--- src/rtl/pdma_pkg.sv ---
package pdma_pkg;

  typedef enum logic [1:0] {
    XS_IDLE,
    XS_READ,
    XS_WAIT,
    XS_WRITE
  } xfer_state_e;

  localparam logic [2:0] OFS_CTRL  = 3'd0;
  localparam logic [2:0] OFS_STAT  = 3'd1;
  localparam logic [2:0] OFS_DADDR = 3'd2;
  localparam logic [2:0] OFS_MADDR = 3'd3;
  localparam logic [2:0] OFS_COUNT = 3'd4;

  localparam int CTRL_W = 6;

  typedef struct packed {
    logic [1:0] prio;
    logic       done_ie;
    logic       half_ie;
    logic       dir;
    logic       en;
  } ctrl_t;

endpackage

--- src/rtl/pdma_regs.sv ---
module pdma_regs
  import pdma_pkg::*;
#(
  parameter int AW = 16,
  parameter int CW = 16,
  parameter int RW = 32
) (
  input  logic          clk,
  input  logic          rst,
  input  logic          cfg_we,
  input  logic          cfg_re,
  input  logic [2:0]    cfg_addr,
  input  logic [RW-1:0] cfg_wdata,
  output logic [RW-1:0] cfg_rdata,
  input  logic          step,
  output ctrl_t         ctrl_q,
  output logic [AW-1:0] daddr_q,
  output logic [AW-1:0] maddr_q,
  output logic [CW-1:0] cnt_q,
  output logic          half_q,
  output logic          done_q,
  output logic          eot_q,
  output logic          early_q
);

  logic [CW-1:0] prog_q;
  logic [CW-1:0] cnt_nx;
  logic [CW-1:0] half_mark;
  logic [RW-1:0] rd_mux;

  assign cnt_nx    = cnt_q - 1'b1;
  assign half_mark = prog_q >> 1;

  always_ff @(posedge clk) begin
    if (rst) begin
      ctrl_q  <= '0;
      daddr_q <= '0;
      maddr_q <= '0;
      cnt_q   <= '0;
      prog_q  <= '0;
      half_q  <= 1'b0;
      done_q  <= 1'b0;
      eot_q   <= 1'b0;
      early_q <= 1'b0;
    end else begin
      eot_q   <= 1'b0;
      early_q <= 1'b0;
      if (cfg_we) begin
        case (cfg_addr)
          OFS_CTRL:  ctrl_q <= ctrl_t'(cfg_wdata[CTRL_W-1:0]);
          OFS_STAT: begin
            if (cfg_wdata[0]) half_q <= 1'b0;
            if (cfg_wdata[1]) done_q <= 1'b0;
          end
          OFS_DADDR: if (!ctrl_q.en) daddr_q <= cfg_wdata[AW-1:0];
          OFS_MADDR: if (!ctrl_q.en) maddr_q <= cfg_wdata[AW-1:0];
          OFS_COUNT: if (!ctrl_q.en) begin
            cnt_q  <= cfg_wdata[CW-1:0];
            prog_q <= cfg_wdata[CW-1:0];
          end
          default: ;
        endcase
      end
      if (step) begin
        cnt_q   <= cnt_nx;
        maddr_q <= maddr_q + 1'b1;
        if (cnt_nx == '0) begin
          eot_q  <= 1'b1;
          done_q <= 1'b1;
        end
        if (cnt_nx == CW'(1)) early_q <= 1'b1;
        if (cnt_nx == half_mark) half_q <= 1'b1;
      end
    end
  end

  always_comb begin
    rd_mux = '0;
    case (cfg_addr)
      OFS_CTRL:  rd_mux[CTRL_W-1:0] = ctrl_q;
      OFS_STAT:  rd_mux[1:0]        = {done_q, half_q};
      OFS_DADDR: rd_mux[AW-1:0]     = daddr_q;
      OFS_MADDR: rd_mux[AW-1:0]     = maddr_q;
      OFS_COUNT: rd_mux[CW-1:0]     = cnt_q;
      default:   rd_mux             = '0;
    endcase
  end

  always_ff @(posedge clk) begin
    if (rst)         cfg_rdata <= '0;
    else if (cfg_re) cfg_rdata <= rd_mux;
  end

endmodule

--- src/rtl/pdma_xfer.sv ---
module pdma_xfer
  import pdma_pkg::*;
#(
  parameter int AW = 16,
  parameter int DW = 8
) (
  input  logic          clk,
  input  logic          rst,
  input  logic          en,
  input  logic          dir,
  input  logic          cnt_nz,
  input  logic          dma_en,
  input  logic          tx_empty,
  input  logic          rx_full,
  input  logic [AW-1:0] daddr,
  input  logic [AW-1:0] maddr,
  input  logic [DW-1:0] dev_rdata,
  input  logic [DW-1:0] mem_rdata,
  output logic          ack,
  output logic          dev_rd,
  output logic          dev_wr,
  output logic          mem_rd,
  output logic          mem_wr,
  output logic [AW-1:0] dev_addr_o,
  output logic [AW-1:0] mem_addr_o,
  output logic [DW-1:0] wdata,
  output logic          step
);

  xfer_state_e st;
  logic        dir_q;
  logic        req;
  logic        go;

  assign req  = dir ? tx_empty : rx_full;
  assign go   = (st == XS_IDLE) && en && dma_en && cnt_nz && req;
  assign step = (st == XS_WRITE);

  always_ff @(posedge clk) begin
    if (rst) begin
      st         <= XS_IDLE;
      dir_q      <= 1'b0;
      ack        <= 1'b0;
      dev_rd     <= 1'b0;
      dev_wr     <= 1'b0;
      mem_rd     <= 1'b0;
      mem_wr     <= 1'b0;
      dev_addr_o <= '0;
      mem_addr_o <= '0;
      wdata      <= '0;
    end else begin
      ack    <= 1'b0;
      dev_rd <= 1'b0;
      dev_wr <= 1'b0;
      mem_rd <= 1'b0;
      mem_wr <= 1'b0;
      case (st)
        XS_IDLE: if (go) begin
          st         <= XS_READ;
          ack        <= 1'b1;
          dir_q      <= dir;
          dev_addr_o <= daddr;
          mem_addr_o <= maddr;
          if (dir) mem_rd <= 1'b1;
          else     dev_rd <= 1'b1;
        end
        XS_READ: st <= XS_WAIT;
        XS_WAIT: begin
          st    <= XS_WRITE;
          wdata <= dir_q ? mem_rdata : dev_rdata;
          if (dir_q) dev_wr <= 1'b1;
          else       mem_wr <= 1'b1;
        end
        default: st <= XS_IDLE;
      endcase
    end
  end

endmodule

--- src/rtl/pdma_chan.sv ---
module pdma_chan
  import pdma_pkg::*;
#(
  parameter int DW = 8,
  parameter int AW = 16,
  parameter int CW = 16,
  parameter int RW = 32
) (
  input  logic          clk,
  input  logic          rst,
  input  logic          cfg_we,
  input  logic          cfg_re,
  input  logic [2:0]    cfg_addr,
  input  logic [RW-1:0] cfg_wdata,
  output logic [RW-1:0] cfg_rdata,
  input  logic          dev_dma_en,
  input  logic          dev_tx_empty,
  input  logic          dev_rx_full,
  output logic          dev_ack,
  output logic          dev_eot,
  output logic          dev_eot_early,
  output logic [AW-1:0] dev_addr,
  output logic          dev_rd,
  output logic          dev_wr,
  input  logic [DW-1:0] dev_rdata,
  output logic [AW-1:0] mem_addr,
  output logic          mem_rd,
  output logic          mem_wr,
  input  logic [DW-1:0] mem_rdata,
  output logic [DW-1:0] wdata,
  output logic          irq_half,
  output logic          irq_done
);

  ctrl_t         ctrl_q;
  logic [AW-1:0] daddr_q;
  logic [AW-1:0] maddr_q;
  logic [CW-1:0] cnt_q;
  logic          half_q;
  logic          done_q;
  logic          xf_step;
  logic          chan_en;

  assign chan_en = ctrl_q.en;

  pdma_regs #(.AW(AW), .CW(CW), .RW(RW)) u_regs (
    .clk       (clk),
    .rst       (rst),
    .cfg_we    (cfg_we),
    .cfg_re    (cfg_re),
    .cfg_addr  (cfg_addr),
    .cfg_wdata (cfg_wdata),
    .cfg_rdata (cfg_rdata),
    .step      (xf_step),
    .ctrl_q    (ctrl_q),
    .daddr_q   (daddr_q),
    .maddr_q   (maddr_q),
    .cnt_q     (cnt_q),
    .half_q    (half_q),
    .done_q    (done_q),
    .eot_q     (dev_eot),
    .early_q   (dev_eot_early)
  );

  pdma_xfer #(.AW(AW), .DW(DW)) u_xfer (
    .clk        (clk),
    .rst        (rst),
    .en         (chan_en),
    .dir        (ctrl_q.dir),
    .cnt_nz     (cnt_q != '0),
    .dma_en     (dev_dma_en),
    .tx_empty   (dev_tx_empty),
    .rx_full    (dev_rx_full),
    .daddr      (daddr_q),
    .maddr      (maddr_q),
    .dev_rdata  (dev_rdata),
    .mem_rdata  (mem_rdata),
    .ack        (dev_ack),
    .dev_rd     (dev_rd),
    .dev_wr     (dev_wr),
    .mem_rd     (mem_rd),
    .mem_wr     (mem_wr),
    .dev_addr_o (dev_addr),
    .mem_addr_o (mem_addr),
    .wdata      (wdata),
    .step       (xf_step)
  );

  assign irq_half = half_q & ctrl_q.half_ie;
  assign irq_done = done_q & ctrl_q.done_ie;

endmodule

--- config.mk ---
export PLATFORM = sky130hd
export DESIGN_NAME = pdma_chan
export DESIGN_NICKNAME = d
export VERILOG_FILES = /design/src/rtl/pdma_pkg.sv /design/src/rtl/pdma_regs.sv /design/src/rtl/pdma_xfer.sv /design/src/rtl/pdma_chan.sv
export SDC_FILE = /design/constraint.sdc
export NUM_CORES = 1
export LEC_CHECK = 0
export BUFFER_PORTS_ARGS = -buffer_cell sky130_fd_sc_hd__buf_2
export CORE_MARGIN = 1.5
export CORE_UTILIZATION = 40
export CTS_BUF_LIST = sky130_fd_sc_hd__clkbuf_16
export DETAILED_ROUTE_END_ITERATION = 8
export GPL_ROUTABILITY_DRIVEN = 0
export GPL_TIMING_DRIVEN = 0
export PLACE_DENSITY = 0.72
export SLEW_MARGIN = 20
export SYNTH_ARGS = -nofsm -noshare
export SYNTH_HDL_FRONTEND = slang
export SYNTH_HIERARCHICAL = 1
export SYNTH_SLANG_ARGS = --single-unit
--- constraint.sdc ---
create_clock -name clk -period 3.7 [get_ports clk]
set_clock_uncertainty 0.1 [all_clocks]
set_input_delay 0.555 -clock clk [delete_from_list [all_inputs] [get_ports clk]]
set_output_delay 0.555 -clock clk [all_outputs]
set_load 0.01 [all_outputs]
# Word level (Yosys, flattened, before mapping)
# Index checks and enable logic that the tools add are counted.
[totals]
reg_bits = 138
out_inout_bits = 81
wordCells = 96
[classes]
addsub = 2
eq_ne = 11
mux = 31
n_bitwise = 7
n_reduce_logical = 21
[op_table]
columns = ["op", "n"]
rows = [
  ["$mux 16", 7],
  ["$pmux 10 s3", 1],
  ["$mux 1", 18],
  ["$add 16x1->16 const B", 1],
  ["$eq 16x1->1 const B", 1],
  ["$eq 16x15->1", 1],
  ["$logic_not 16->1", 1],
  ["$pmux 4 s4", 1],
  ["$reduce_bool 16->1", 1],
  ["$sub 16x1->16 const B", 1],
  ["$reduce_and 3->1", 4],
  ["$pmux 2 s5", 1],
  ["$mux 8", 1],
  ["$eq 3x2->1 const B", 2],
  ["$pmux 2 s3", 1],
  ["$reduce_bool 2->1", 3],
  ["$reduce_or 2->1", 3],
  ["$not 1->1", 5],
  ["$eq 2x2->1 const B", 2],
  ["$logic_and 1x1->1", 4],
  ["$ne 2x1->1 const B", 2],
  ["$reduce_and 2->1", 2],
  ["$eq 3x1->1 const B", 1],
  ["$eq 3x3->1 const B", 1],
  ["other kinds (6)", 7],
]

# Longest topological paths before layout
[logic_depth]
depth_word = 7
mapped_depth = 10
mapped_depth_nobuf = 8

# Modules after synthesis
# The synthesis kept the hierarchy.
[modules_own_cells]
columns = ["mod", "instances", "cells_per_inst", "area_per_inst_um2", "seq_area_each_um2"]
rows = [
  ["pdma_regs", 1, 668, 5024.8, 1781.7],
  ["pdma_xfer", 1, 214, 1941.9, 960.9],
  ["pdma_chan", 1, 7, 43.8, 0.0],
]

# Least setup slack after synthesis
# OpenSTA, ideal clock, no wires.
[synth_path]
path_type = "register to register"
start = "register u_regs.cnt_q[0]"
end = "register u_regs.cnt_q[14]"
arrival_ps = 2194
path_slack_ps = 1278
stages_incl_launch_ff = 11
period_less_slack_ps = 2422
cell_sequence = "dfxtp_1 > buf_6 > inv_1 > ha_1 > buf_2 > nor3b_2 > nand3_1 > or3b_1 > a21o_1 > a221oi_1 > nor2_1"
[synth_between]
elab_chain_len = 2
[synth_rtl]
columns = ["item", "line", "rtl"]
rows = [
  ["start, declared", "pdma_regs.sv:19", "output logic [CW-1:0] cnt_q,"],
  ["start signal, assigned", "pdma_regs.sv:58", "cnt_q <= cfg_wdata[CW-1:0];"],
  ["start signal, assigned", "pdma_regs.sv:65", "cnt_q <= cnt_nx;"],
  ["$sub 16x1->16", "pdma_regs.sv:31", "assign cnt_nx = cnt_q - 1'b1;"],
  ["$mux 16", "pdma_regs.sv:64", "if (step) begin"],
]
# Every way passes these cells.
# A chain may end at the register's enable or synchronous reset.

# Final worst setup path
[layout_path]
start = "register u_regs.cnt_q[0]"
end = "register u_regs.half_q"
[layout_between]
elab_chain_len = 4
[layout_rtl]
columns = ["item", "line", "rtl"]
rows = [
  ["$sub 16x1->16", "pdma_regs.sv:31", ""],
  ["$eq 16x15->1", "pdma_regs.sv:72", "if (cnt_nx == half_mark) half_q <= 1'b1;"],
  ["$mux 1", "pdma_regs.sv:72", ""],
  ["$mux 1", "pdma_regs.sv:64", ""],
  ["end signal, assigned", "pdma_regs.sv:41", "half_q <= 1'b0;"],
  ["end signal, assigned", "pdma_regs.sv:52", "if (cfg_wdata[0]) half_q <= 1'b0;"],
  ["end signal, assigned", "pdma_regs.sv:72", ""],
  ["end, declared", "pdma_regs.sv:20", "output logic half_q,"],
]
# Every way passes these cells.

==> reports/results.ini <==
[drt]
drtIter0Drc=769
vias=7225
highest_layer=met4
wl_met3_um=2320
antenna_left=0
wl_per_cell_um=17.9
drcViolationCount=0
wl_met1_um=9480
vias_per_cell=5.71
routed_wirelength_um=22700
dr_wl_met2_um=9820
drt_pass1_iterations=6

[floorplan]
core_area_sq_um=17200
die-height_um=135
start_util=0.407
rows=48
dieArea_sq_um=18300
ios=139
die_w_um=135

[layout]
drive_gt1_frac=0.180
fin_nets=1094
nFillCells=1693
n_antenna_cell=0
final-seq-area_sq_um=2740
multi_input_area_sq_um=3770
area_delta_synth_final_pct=20.3
final_cell_mix=a21oi_1, dfxtp_1, buf_2
fin_util=0.489

[placed_design]
pre_cts_slack_ps=895
place_hpwl_um=16700
port_buffers=106

[global_route]
grt_overflow=0
grt_pass1_wl_um=35300
antenna_found_initial=0
track_usage=0.251
grt_max_degree=17
first_global_vias=6560

[critical_path]
critPathKind=register to register
crit_arrival_ps=3100
slowest_delay_ps=490
cp_cell_sequence=buf_6 > inv_1 > ha_1 > buf_2 > nor3b_2 > nand3_1 > or3b_1 > xnor2_1 > nand4_1 > o31ai_2
critPathSlowestCell=or3b_1
critPathLaunchType=register
crit_buf_inv=3
cp_max_fo=9
required_ps=3930
end_kind=register
critPathTopFamily=simple AND/OR/NAND/NOR gates

[cts]
clkTransAtPathRegs_ps=60
clock_tree.root_cell=clkbuf_16
ctsHoldBuffers=0
numCtsBuffers=17
cts_tree=yes
ctsLongestPathBuffers=2
cts_sinks=137
clk_latency_ps=420
h-tree-depth=4
cts_resized=0
cts_setup_buffers=0

[min_path]
hold_path.class=input pin to register

[job]
maxCapViolCount=0

[logic_synthesis]
netlist.area_leader.share=0.391
synth-main-ff-cell=dfxtp_1
yosysUniqueCellTypes=69
avgSynthCellArea_sq_um=7.89
synth_edf_count=0
synthArstFlopShare=0
synth_area_leaders=dfxtp_1, a21oi_1, nand2_1
synthesis.area_sq_um=7010
yosys.area.top_type=dfxtp_1
synthCells=889
seq_area_frac_synth=0.391
ys_ff_latch=137
yosys_warnings=6

[power]
leakage_nw=3.29
cellPowerDensity_nw_per_um2=426
ir_drop_v=0.000366
power_mw=3.59

[timing]
final-hold-violation-count=0
finalMaxSlewViolations=0
setup_viol=0
rsz0062_at_grt=false
setup_slack_ps=839
min_period_ps=2860
fin_crit_sh=0.773
max_freq_mhz=350
setup_tns_ps=0
maxSlewHeadroom=0.352
worst_pin_slew_ps=969

[status]
status=finished, final reports clean

[metrics by stage]
step	hold WS [ps]	cells	area, sq um
2_1_floorplan	336	904	7070
6_report	311	1266	8440
3_3_place_gp	344	1235	7880
4_1_cts	297	1266	8440
5_1_grt	315	1266	8440
3_5_place_dp	350	1235	7880
[tightest hold or removal path, cell delays in order]
cell,delay [ps]
buf_2,120
nand2_1,70
nor3_1,50
[Yosys cell counts, types with 19 or more instances]
| cell | n |
|---|---|
| clkbuf_1 | 46 |
| nand3_1 | 51 |
| a21oi_1 | 137 |
| o21ai_0 | 41 |
| nand2_1 | 97 |
| nor3_1 | 19 |
| nor2_1 | 82 |
| mux2i_1 | 24 |
| dfxtp_1 | 137 |
| buf_4 | 21 |
[final cells by class]
class | instances | area share
Multi-Input combinational cell | 662 | 0.447
Sequential cell | 137 | 0.325
Timing Repair Buffer | 106 | 0.0629
Buffer | 90 | 0.0593
Clock buffer | 17 | 0.0504
Tap cell | 225 | 0.0334
Clock inverter | 14 | 0.0157
Inverter | 15 | 0.00667
[path summary, 6_finish.rpt]
path	startpoint	to	slack, ps	cells after the start
setup / recovery	u_regs/cnt_q[0]$_SDFFE_PP0P_	u_regs/half_q$_SDFF_PP0_	840	10
hold / removal	dev_tx_empty	u_xfer/mem_rd$_SDFF_PP0_	310	3
setup reg to reg	u_regs/cnt_q[0]$_SDFFE_PP0P_	u_regs/half_q$_SDFF_PP0_	840	10
hold reg to reg	u_regs/prog_q[12]$_SDFFE_PP0P_	u_regs/prog_q[12]$_SDFFE_PP0P_	360	2
[registers in the layout (all words and copies together), names as in the netlist, 2 cells and up]
register           cells
u_regs/cfg_rdata      16
u_regs/cnt_q          16
u_regs/ctrl_q          6
u_regs/daddr_q        16
u_regs/maddr_q        16
u_regs/prog_q         15
u_xfer/dev_addr_o     16
u_xfer/mem_addr_o     16
u_xfer/st              2
u_xfer/wdata           8
[report_power, final]
group | total, mW | switching (mW) | internal, mW
clock | 1.62 | 0.643 | 0.977
sequential | 1.54 | 0.0321 | 1.51
combinational | 0.433 | 0.278 | 0.155
total | 3.59 | 0.953 | 2.64
[logic make-up after synthesis]
group / after synthesis / synth area share
other: 1 / 0.000535
adder cells (fa/ha/maj): 7 / 0.0125
buffers and inverters: 105 / 0.0794
AO/OA/AOI/OAI: 261 / 0.216
multiplexers: 27 / 0.0394
XOR/XNOR: 24 / 0.0300
flip-flops: 137 / 0.391
AND/OR/NAND/NOR: 327 / 0.231
[per-layer routing]
layer	global-route usage	vias up
met5	0	-
met4	0.134	0
met3	0.0561	74
met2	0.372	456
met1	0.338	3291
li1	-	3404
(Power assumes the default switching activity.)
